`src/rtl/adc_seq_pkg.sv`:
```
package adc_seq_pkg;
  // strobes from control to datapath, one cycle each
  typedef struct packed {
    logic ctrlWrite;
    logic dataRead;
    logic doneAccept;
  } seqStrobes_t;
endpackage

```
`src/rtl/adc_seq_ctrl.sv`:
```
module adc_seq_ctrl
  import adc_seq_pkg::*;
#(
  parameter int AW = 8,
  parameter int CW = 5,
  parameter logic [AW-1:0] CTRL_ADDR = 8'h3C,
  parameter logic [AW-1:0] DATA_ADDR = 8'h3D
) (
  input  logic          clk,
  input  logic          rst_n,
  input  logic [AW-1:0] busAddr,
  input  logic          busWe,
  input  logic          busRe,
  input  logic [CW-1:0] wrChannel,
  input  logic          contMode,
  input  logic          convDone,
  output seqStrobes_t   strb,
  output logic          convStart
);
  localparam logic [CW-1:0] OFF_CODE = {CW{1'b1}};

  logic busy;
  logic launch;
  logic rearm;

  always_comb begin
    strb.ctrlWrite  = busWe && (busAddr == CTRL_ADDR);
    strb.dataRead   = busRe && (busAddr == DATA_ADDR);
    strb.doneAccept = convDone && busy;
    launch = strb.ctrlWrite && (wrChannel != OFF_CODE);
    rearm  = strb.doneAccept && contMode && !strb.ctrlWrite;
  end

  always_ff @(posedge clk or negedge rst_n) begin
    if (!rst_n) begin
      busy      <= 1'b0;
      convStart <= 1'b0;
    end else begin
      if (strb.ctrlWrite)
        busy <= launch;             // a write aborts and maybe restarts
      else if (strb.doneAccept && !contMode)
        busy <= 1'b0;
      convStart <= launch || rearm;
    end
  end
endmodule

```
`src/rtl/adc_seq_dp.sv`:
```
module adc_seq_dp
  import adc_seq_pkg::*;
#(
  parameter int AW = 8,
  parameter int DW = 8,
  parameter logic [AW-1:0] CTRL_ADDR = 8'h3C,
  parameter logic [AW-1:0] DATA_ADDR = 8'h3D
) (
  input  logic            clk,
  input  logic            rst_n,
  input  seqStrobes_t     strb,
  input  logic [AW-1:0]   busAddr,
  input  logic            busRe,
  input  logic [DW-1:0]   busWdata,
  input  logic [DW-1:0]   convSample,
  output logic [DW-1:0]   busRdata,
  output logic            contMode,
  output logic [DW-4:0]   channel,
  output logic            irqReq
);
  localparam int CW      = DW - 3;
  localparam int FLAG_B  = DW - 1;
  localparam int IEN_B   = DW - 2;
  localparam int CONT_B  = DW - 3;

  logic          doneFlag;
  logic          intEn;
  logic          firstSeen;
  logic [DW-1:0] resultReg;
  logic          flagSet;

  // flag source: every completion with interrupts on, else first one only in continuous mode
  always_comb flagSet = strb.doneAccept && (intEn || !contMode || !firstSeen);

  always_ff @(posedge clk or negedge rst_n) begin
    if (!rst_n) begin
      doneFlag  <= 1'b0;
      intEn     <= 1'b0;
      contMode  <= 1'b0;
      channel   <= {CW{1'b1}};
      firstSeen <= 1'b0;
      resultReg <= '0;
      irqReq    <= 1'b0;
    end else begin
      if (strb.ctrlWrite) begin
        intEn    <= busWdata[IEN_B];
        contMode <= busWdata[CONT_B];
        channel  <= busWdata[CW-1:0];
      end

      if (strb.doneAccept)
        resultReg <= convSample;

      if (strb.ctrlWrite)
        firstSeen <= 1'b0;
      else if (strb.doneAccept)
        firstSeen <= 1'b1;

      if (flagSet)
        doneFlag <= 1'b1;
      else if (strb.ctrlWrite)
        doneFlag <= busWdata[IEN_B] & busWdata[FLAG_B];
      else if (strb.dataRead && !intEn)
        doneFlag <= 1'b0;

      if (strb.doneAccept && intEn)
        irqReq <= 1'b1;
      else if (strb.ctrlWrite || strb.dataRead)
        irqReq <= 1'b0;
    end
  end

  always_comb begin
    busRdata = '0;
    if (busRe) begin
      if (busAddr == CTRL_ADDR)
        busRdata = {doneFlag, intEn, contMode, channel};
      else if (busAddr == DATA_ADDR)
        busRdata = resultReg;
    end
  end
endmodule

```
`src/rtl/adc_seq.sv`:
```
module adc_seq
  import adc_seq_pkg::*;
#(
  parameter int AW = 8,
  parameter int DW = 8,
  parameter logic [AW-1:0] CTRL_ADDR = 8'h3C
) (
  input  logic          clk,
  input  logic          rst_n,
  input  logic [AW-1:0] busAddr,
  input  logic          busWe,
  input  logic          busRe,
  input  logic [DW-1:0] busWdata,
  output logic [DW-1:0] busRdata,
  output logic          convStart,
  output logic [DW-4:0] convChannel,
  input  logic          convDone,
  input  logic [DW-1:0] convSample,
  output logic          irqReq
);
  localparam int CW = DW - 3;
  localparam logic [AW-1:0] DATA_ADDR = CTRL_ADDR + 1'b1;

  seqStrobes_t strb;
  logic        contMode;

  adc_seq_ctrl #(.AW(AW), .CW(CW), .CTRL_ADDR(CTRL_ADDR), .DATA_ADDR(DATA_ADDR)) u_ctrl (
    .clk(clk), .rst_n(rst_n), .busAddr(busAddr), .busWe(busWe), .busRe(busRe),
    .wrChannel(busWdata[CW-1:0]), .contMode(contMode), .convDone(convDone),
    .strb(strb), .convStart(convStart)
  );

  adc_seq_dp #(.AW(AW), .DW(DW), .CTRL_ADDR(CTRL_ADDR), .DATA_ADDR(DATA_ADDR)) u_dp (
    .clk(clk), .rst_n(rst_n), .strb(strb), .busAddr(busAddr), .busRe(busRe),
    .busWdata(busWdata), .convSample(convSample), .busRdata(busRdata),
    .contMode(contMode), .channel(convChannel), .irqReq(irqReq)
  );
endmodule

```
`config.mk`:
```
export PLATFORM = sky130hd
export DESIGN_NAME = adc_seq
export DESIGN_NICKNAME = d
export VERILOG_FILES = /design/src/rtl/adc_seq_pkg.sv /design/src/rtl/adc_seq_ctrl.sv /design/src/rtl/adc_seq_dp.sv /design/src/rtl/adc_seq.sv
export SDC_FILE = /design/constraint.sdc
export NUM_CORES = 1
export LEC_CHECK = 0
export BUFFER_PORTS_ARGS = -buffer_cell sky130_fd_sc_hd__buf_4
export CELL_PAD_IN_SITES_DETAIL_PLACEMENT = 0
export CELL_PAD_IN_SITES_GLOBAL_PLACEMENT = 1
export CORE_ASPECT_RATIO = 0.5
export CORE_MARGIN = 5
export CORE_UTILIZATION = 37
export CTS_BUF_LIST = sky130_fd_sc_hd__clkbuf_16
export CTS_CLUSTER_SIZE = 10
export DETAILED_ROUTE_END_ITERATION = 7
export GPL_TIMING_DRIVEN = 0
export PLACE_DENSITY = 0.79
export SKIP_CTS_REPAIR_TIMING = 1
export SYNTH_ARGS = -nofsm -noshare
export SYNTH_HDL_FRONTEND = slang
export SYNTH_SLANG_ARGS = --single-unit
```
`constraint.sdc`:
```
create_clock -name clk -period 3.4 [get_ports clk]
set_input_delay 0.17 -clock clk [delete_from_list [all_inputs] [get_ports clk]]
set_output_delay 0.17 -clock clk [all_outputs]
set_load 0.1 [all_outputs]
```
=== After elaboration in Yosys (flattened, before gate mapping) ===
Cells that the tools add are included.

* Output and inout bits: 15
* Register bits: 20
* Bits of input ports: 29

* Muxes and demuxes: 12
* Bitwise logic cells: 1
* Reduce and logical (&&, ||, !) cells: 22
* Eq/ne operators: 3

{| class="wikitable"
|+ Operator list
! kind !! count
|-
| two-way mux 8 bit || 3
|-
| == test 8 x 6 -> 1 bit, second input constant || 2
|-
| logical AND 1 bit || 10
|-
| two-way mux 1 bit || 9
|-
| nonzero test 2 bit || 3
|-
| inequality test 5 bit, second input constant || 1
|-
| zero test 1 bit || 4
|-
| logical OR 1 bit || 4
|-
| nonzero test 3 bit || 1
|-
| bitwise AND 1 bit || 1
|}

=== Logic depth before layout (Yosys ltp) ===
Gate-level depths: netlist (run 1).

* Depth after elaboration: 6
* Gate-level depth with buffers: 6
* Depth with buffers taken out: 4

=== Modules after synthesis ===
From an unflattened synthesis (run 1), not the netlist that was laid out.

* Cell total of the unflattened synthesis: 84
* Area, all modules: 996.0 um2

{| class="wikitable"
|+ Modules (own cells, without submodules)
! module !! sequential area each (um2) !! times used !! area each (um2) !! cells an instance
|-
| adc_seq_dp || 456.7 || 1 || 834.6 || 66
|-
| adc_seq_ctrl || 50.0 || 1 || 161.4 || 18
|}

=== Worst setup path before layout (run 1) ===
OpenSTA, ideal clock, no wires.

* Kind: register to output
* From: register u_dp.channel[2]
* To: output port busRdata[2]
* Cell stages (with the launch flop): 3
* Required time: 3.230 ns
* Slack: 0.980 ns
* Arrival time: 2.250 ns
* Path buffers: 0
* Cell sequence: dfstp_2 > mux2i_1 > nor2_1

* Word-level cells in the longest chain between the ends: 2

{| class="wikitable"
|+ Ends and longest elaborated chain
! what !! line !! text
|-
| start: declaration || adc_seq_dp.sv:18 || <nowiki>output logic [DW-4:0] channel,</nowiki>
|-
| start signal: assignment || adc_seq_dp.sv:40 || <nowiki>channel <= {CW{1'b1}};</nowiki>
|-
| start signal: assignment || adc_seq_dp.sv:48 || <nowiki>channel <= busWdata[CW-1:0];</nowiki>
|-
| two-way mux 8 bit || adc_seq_dp.sv:76 || <nowiki>if (busAddr == CTRL_ADDR)</nowiki>
|-
| two-way mux 8 bit || adc_seq_dp.sv:75 || <nowiki>if (busRe) begin</nowiki>
|-
| end: declaration || adc_seq.sv:14 || <nowiki>output logic [DW-1:0] busRdata,</nowiki>
|}

No other way between the ends.

=== Worst setup path after layout (run 1) ===
* From: input port busAddr[7]
* To: output port busRdata[4]

* Word-level cells in the longest chain between the ends: 4
* Elaborated cells between the ends (all ways): 5
* Those cells by class: eq/ne: 2; mux: 3

{| class="wikitable"
|+ Ends and longest elaborated chain
! what !! line !! text
|-
| start: declaration || adc_seq.sv:10 || <nowiki>input logic [AW-1:0] busAddr,</nowiki>
|-
| == test 8 x 6 -> 1 bit || adc_seq_dp.sv:78 || <nowiki>else if (busAddr == DATA_ADDR)</nowiki>
|-
| two-way mux 8 bit || adc_seq_dp.sv:78 ||
|-
| two-way mux 8 bit * || adc_seq_dp.sv:76 ||
|-
| two-way mux 8 bit * || adc_seq_dp.sv:75 ||
|}

Every way passes the cells marked *; elsewhere a longest branch is shown, timed or not.

==> results.md, run 1 <==
* Status: finished clean
* Starting Density at a little under two fifths
* Register area at approximately 510 um^2
* Ant diodes at 0
* Fin. Hold Viols at 0
* Worst path cell trace: buf_4, or2_4, nor3_1, nand2_1, nor2_1, buf_4
* Fillcell total at about 240
* Compound-Gate Fraction of Synth Area at roughly 7.0%
* All-layer global routing usage at about an eighth
* Initial antenna violation count at 0
* Seq/Total Area, Yosys at ~52%
* Combinational Power Share at between 15 and 20%
* Prevailing post-synth register cell: dfrtp_1
* Syn_area_per_cell at 12.06 um^2
* Die X at between 80 and 90 um
* First-pass GRT wire length at 3.643 mm
* Worst setup EP type: output port
* Setup TNS Final at 0 ns
* Htree depth at 1
* Max IR drop VDD at around 0.24 mV
* Average vias per placed instance at approximately 4.8
* Crit start category: primary input
* Measured slew at the worst slew-check pin at approximately 0.46 ns
* Max Cap Viol at 0
* Xor/xnor share of the synthesized area at 0%
* Clk network pwr share at slightly below 40%
* Vias in the first global route at approximately 780
* CTS Buf Count at 3
* Site row count at 13
* Post-synthesis mux area share at about a quarter
* Power per Cell Area at roughly 420 mW/mm^2
* CP max stage delay at 0.31 ns
* Routed length per instance at 14.33 um
* Period minus WS final at 1.768 ns
* Pin count of the biggest net entering global routing at 21
* Core ar. at ~0.0026 mm^2
* DRT Wirelength at ~2.4 mm
* Die ar. at 0.003831 mm^2
* Footprint of the multi-input gates at about 440 um^2
* WS Path Type: in2out
* Max-slew violation count at 0
* Initial DRC Count at 34
* Fin nets at around 160
* Synthesized cell area at 977.2 um^2
* Total gr overflow at 0
* Antenna-violating nets left at 0
* Post-Syn Nets at 110
* Max Clock Skew at ~0.0015 ns
* Clk root buf: clkbuf_16
* Synthesized-area fraction occupied by adder cells at 0%
* P_sw at roughly 150 uW
* Critical path's slowest cell: nor3_1
* Max frequency at 565.7 MHz
* Ports placed on the boundary at 44
* Clock buffer depth at 2
* Switching Fraction at roughly a quarter
* CTS tree: built
* DRC Markers at 0
* Slew Limit Headroom at 69.58%
* Crit path required time at roughly 3.2 ns
* Cell mode on critical path: buf_4
* Sink Count at 20
* Post-Synth Simple-Gate Area at between 10% and 20%
* Int Pwr at between 400 and 500 uW
* Asr flop ratio synth at 100.0%
* Area grow syn2layout at 46.09%
* Combinational family with the most area after synthesis: multiplexers
* Final setup vio count at 0
* Hpwl dp at ~1.8 mm
* DIE HEIGHT at approximately 46 um
* Pre-Repair DR Iteration Count at 5
* Final Util at between 50 and 60%
* Min-delay worst type: in2reg
* Unique masters post-synth at 22
* Port Buf Inserts at 42
* #FFs+latches synth at 20
* Period utilization at about half
* Number of flops mapped to enable cells by yosys at 0
* Unrepaired setup endpoints after global routing: no
* Crit path max fanout at 8
* Sequential Power Share at 43.7%
* Yosys warns at 0
* Leak at between 0.0007 and 0.0008 uW
* Worst-Skew Late Latency at around 0.25 ns
* Post-synthesis cell count at between 80 and 90
* Critical Path AT at approximately 1.6 ns
* Reg clk slew, reported paths at roughly 0.05 ns
* Fraction of layout cells with a size suffix above 1 at a little over half
* Via count at between 700 and 800
* Routability cong. at ~0.7
==> path summary, 6_finish.rpt <==
check | from | end | slack [ns] | cells past startpoint
min in group asynchronous | rst_n | u_ctrl.convStart$_DFF_PN0_ | 0.33 | 2
hold / removal | convSample[1] | u_dp.resultReg[1]$_DFFE_PN0P_ | 0.15 | 2
hold reg to reg | u_dp.irqReq$_DFFE_PN0P_ | u_dp.irqReq$_DFFE_PN0P_ | 0.50 | 1
setup / recovery | busAddr[7] | busRdata[4] | 1.63 | 6
max in group asynchronous | rst_n | u_dp.channel[0]$_DFFE_PN1P_ | 2.80 | 2
setup reg to reg | u_ctrl.busy$_DFFE_PN0P_ | u_dp.resultReg[6]$_DFFE_PN0P_ | 2.12 | 2
==> power by group through the flow <==
stage | Combinational [uW] | Clock (uW) | Sequential (uW)
after floorplan | 28.8 | 0 | 294
after global placement | 97.9 | 0 | 265
after detailed placement | 99.5 | 0 | 266
after CTS | 100 | 244 | 262
after global routing | 106 | 254 | 264
final | 99.5 | 239 | 262
==> sequential cells by signal, indices dropped and copies added, names as in the netlist <==
signal and flops:
u_dp.resultReg 8, u_dp.channel 5, u_ctrl.busy 1, u_ctrl.convStart 1, u_dp.contMode 1, u_dp.doneFlag 1
u_dp.firstSeen 1, u_dp.intEn 1, u_dp.irqReq 1
==> critical path, delay by kind of cell <==
kind	cells	cell delay [ns]
buf+inv	2	0.41
simple gates	4	1.01
==> layer usage <==
metal	global-route usage [%]	vias up	wire, um
met1	16.71	385	1061
met4	4.886	0	19
met2	21.82	19	1159
met3	3.516	2	123
li1	-	381	-
met5	0	-	0
==> stage by stage <==
step | std cells | instance area, um^2 | total power (uW) | setup WS, ns | hold WS [ns]
after CTS | 164 | 1418 | 606.5 | 1.593 | -0.2065
after global routing | 165 | 1428 | 623.8 | 1.483 | 0.1517
after detailed placement | 160 | 1339 | 365.5 | 1.593 | 0.06071
after floorplan | 81 | 977.2 | 322.6 | 0.9795 | -0.1256
final | 165 | 1428 | 600.4 | 1.632 | 0.1508
after global placement | 160 | 1339 | 363.1 | 1.577 | 0.05976
==> Yosys cell counts (2+ instances only) <==
library cell / number / area share [%]
dfrtp_1: 15 / 38
dfstp_2: 5 / 13
inv_1: 2 / 0.77
mux2_2: 10 / 12
mux2_4: 4 / 6.1
mux2i_1: 8 / 8.2
nand2_1: 8 / 3.1
nand3_1: 2 / 1.0
nor2_1: 9 / 3.5
o21ai_0: 6 / 3.1
==> cells in the final DEF, fill, tap and decap left out, types with 2 or more instances in the layout <==
| master | n |
|---|---|
| buf_4 | 43 |
| clkbuf_16 | 3 |
| dfrtp_1 | 15 |
| dfstp_2 | 5 |
| inv_1 | 2 |
| mux2_2 | 10 |
| mux2_4 | 4 |
| mux2i_1 | 8 |
| nand2_1 | 8 |
| nand3_1 | 2 |
| nor2_1 | 9 |
| o21ai_0 | 6 |
==> cell type report <==
type                            instances  share of cell area, %
Sequential cell                        20                  35.50
Multi-Input combinational cell         57                  31.11
Timing Repair Buffer                   43                  22.79
Clock buffer                            3                  5.259
Tap cell                               37                  3.243
Buffer                                  2                  1.315
Inverter                                2                 0.5259
Clock inverter                          1                 0.2629
==> logic make-up after synthesis <==
logic type             count (synthesis)
and+or+nand+nor                       24
muxes                                 22
DFF                                   20
AOI/OAI and AO/OA                     11
buffers and inverters                  4
No activity file was read; power rests on OpenSTA's default activity.
==> inputs of run 2 (changes only) <==
--- a/config.mk
+++ b/config.mk
@@ -10,12 +10,12 @@
 export CELL_PAD_IN_SITES_GLOBAL_PLACEMENT = 1
 export CORE_ASPECT_RATIO = 0.5
 export CORE_MARGIN = 5
-export CORE_UTILIZATION = 37
+export CORE_UTILIZATION = 34
 export CTS_BUF_LIST = sky130_fd_sc_hd__clkbuf_16
 export CTS_CLUSTER_SIZE = 10
 export DETAILED_ROUTE_END_ITERATION = 7
 export GPL_TIMING_DRIVEN = 0
-export PLACE_DENSITY = 0.79
+export PLACE_DENSITY = 0.73
 export SKIP_CTS_REPAIR_TIMING = 1
 export SYNTH_ARGS = -nofsm -noshare
 export SYNTH_HDL_FRONTEND = slang
==> constraint.sdc (replaced) <==
create_clock -name clk -period 1.7 [get_ports clk]
set_input_delay 0.085 -clock clk [delete_from_list [all_inputs] [get_ports clk]]
set_output_delay 0.085 -clock clk [all_outputs]
set_load 0.1 [all_outputs]
==> run 2 against run 1 <==
Flip-flop and latch count unchanged; sequential power increased by 100%; clock power rose by 100%; routed wire length up 0.51%.
==> results.md, run 2 (synthesis results as in run 1) <==
* Routability cong. at 0.7102 (was 0.6922)
* Pre-Repair DR Iteration Count at 4 (was 5)
* Antenna-violating nets left at 0 (unchanged)
* Hold path start: busWdata[6] (was convSample[1])
* Unrepaired setup endpoints after global routing: no (unchanged)
* Hold slack final at 0.05336 ns (was 0.1508 ns)
* Ant diodes at 0 (unchanged)
* R2R Path Start: u_ctrl.busy$_DFFE_PN0P_ (unchanged)
* Vias in the first global route at 804 (was 783)
* Reg with most FFs: u_dp.resultReg (unchanged)
* Average vias per placed instance at 4.837 (was 4.770)
* Placed cells at 160 (unchanged)
* All-layer global routing usage at 12.18% (was 13.15%)
* Pin count of the biggest net entering global routing at 21 (unchanged)
* Worst-Skew Late Latency at 0.25 ns (about the same)
* CTS tree: built (unchanged)
* Worst setup EP type: output port (unchanged)
* Initial DRC Count at 20 (was 34)
* Min-delay worst type: in2reg (unchanged)
* Die X at 85.82 um (was 82.68 um)
* DRT Wirelength at 2.376 mm (was 2.364 mm)
* Final setup vio count at 0 (unchanged)
* Crit path required time at 1.62 ns (was 3.23 ns)
* CTS Buf Count at 3 (unchanged)
* Htree depth at 1 (unchanged)
* Via count at 803 (was 787)
* Clock buffer depth at 2 (unchanged)
* Core ar. at 0.002668 mm^2 (was 0.002554 mm^2)
* Power per Cell Area at 823.8 mW/mm^2 (was 420.6 mW/mm^2)
* Most frequent cells in the layout: buf_4 (44), dfrtp_1 (15), mux2_2 (10) (was buf_4 (43), dfrtp_1 (15), mux2_2 (10))
* Max IR drop VDD at 0.4870 mV (was 0.2433 mV)
* Site row count at 13 (unchanged)
* Critical path's slowest cell: nor3_1 (unchanged)
* Starting Density at 36.63% (was 38.27%)
* Leak at 0.0007180 uW (was 0.0007138 uW)
* Sink Count at 20 (unchanged)
* Pwr Total at 1205 uW (was 600.4 uW)
* DRC Markers at 0 (unchanged)
* Slew Limit Headroom at 69.45% (was 69.58%)
* Cell mode on critical path: buf_4 (unchanged)
* Fraction of layout cells with a size suffix above 1 at 61.24% (was 53.91%)
* Final cell count without fillers at 166 (was 165)
* Ports placed on the boundary at 44 (unchanged)
* Critical Path AT at 1.51 ns (was 1.60 ns)
* Critical Path Start: busAddr[7] (unchanged)
* DIE HEIGHT at 47.91 um (was 46.34 um)
* Max-slew violation count at 0 (unchanged)
* Total gr overflow at 0 (unchanged)
* WS Path Type: in2out (unchanged)
* Period minus WS final at ~1.6 ns
* Top Registers: u_dp.resultReg (8), u_dp.channel (5) (unchanged)
* Die ar. at 0.004111 mm^2 (was 0.003831 mm^2)
* Port Buf Inserts at 42 (unchanged)
* Measured slew at the worst slew-check pin at 0.4572 ns (was 0.4552 ns)
* Fin nets at 159 (was 158)
* Initial antenna violation count at 0 (unchanged)
* CP max stage delay at 0.39 ns (was 0.31 ns)
* First-pass GRT wire length at 3.822 mm (was 3.643 mm)
* Period utilization at a little over 90%
* Crit start category: primary input (unchanged)
* Hpwl dp at 1.862 mm (was 1.845 mm)
* Max Clock Skew at 0.002957 ns (was 0.001504 ns)
* Reg clk slew, reported paths at 0.05 ns (about the same)
* Most common cell after layout, fill and taps aside: buf_4 (unchanged)
* Max frequency at 628.7 MHz
* Crit path max fanout at 8 (unchanged)
* Status: finished clean (unchanged)
* Routed length per instance at 14.31 um (was 14.33 um)
* Max Cap Viol at 0 (unchanged)
* Max reg flops at 8 (unchanged)
* Fin. Hold Viols at 0 (unchanged)
* Clk root buf: clkbuf_16 (unchanged)
* Area grow syn2layout at 49.68% (was 46.09%)
* Worst path cell trace: buf_4, or2_4, nor3_1, nand2_2, buf_4, nor2_2, buf_4 (was buf_4, or2_4, nor3_1, nand2_1, nor2_1, buf_4)
run 2: cell types whose count changed in the layout (fill, tap and decap cells not counted):
cell	delta
nor2_1	-8
nor2_2	+7
buf_4	+1
nand2_1	-1
nand2_2	+1
nor2_4	+1
run 2: metrics by stage:
step / util (%) / setup TNS, ns / area [um^2] / setup WS, ns
floorplan: - / -1.295 / 1002 / -0.1978
global placement: 51.13 / -0.5257 / 1364 / -0.07518
detailed placement: 51.13 / -0.3363 / 1364 / -0.04952
CTS: 54.08 / -0.3263 / 1443 / -0.04845
global route: 54.83 / 0 / 1463 / 0.05217
finish: 54.83 / 0 / 1463 / 0.1094
run 2: layout make-up:
cell class              instances  area, um^2
fillers                       269        1205
repair buffers                 44       332.8
inverters                       2       7.507
clock inverters                 1       3.754
well taps                      37       46.29
multi-input cells              57       471.7
flip-flops and latches         20       506.7
clock buffers                   3       75.07
plain buffers                   2       18.77
run 2: path summary, 6_finish.rpt:
check                                              end  slack (ns)  cells past startpoint
setup / recovery                           busRdata[3]        0.11                      7
hold / removal                  u_dp.intEn$_DFFE_PN0P_        0.05                      3
setup reg to reg             u_dp.doneFlag$_DFFE_PN0P_        0.41                      3
hold reg to reg                u_dp.irqReq$_DFFE_PN0P_        0.49                      1
max in group asynchronous  u_dp.channel[1]$_DFFE_PN1P_        1.18                      2
min in group asynchronous      u_dp.irqReq$_DFFE_PN0P_        0.25                      2
run 2: layer usage:
layer / global-route usage, % / routed length (um) / up-vias
met5: 0 / 0 / -
met4: 2.839 / 14 / 0
met3: 3.780 / 150 / 2
met2: 21.14 / 1163 / 24
met1: 15.41 / 1048 / 389
li1: - / - / 388
run 2: power breakdown:
group	internal, uW	leakage, uW	switching (uW)
Clock	313	0.0000385	167
Sequential	507	0.000254	16.0
Combinational	88.1	0.000426	113
run 2: critical path, delay by kind of cell:
| kind | cells | cell delay (ns) |
|---|---|---|
| buffers and inverters | 3 | 0.60 |
| AND/OR/NAND/NOR | 4 | 0.82 |
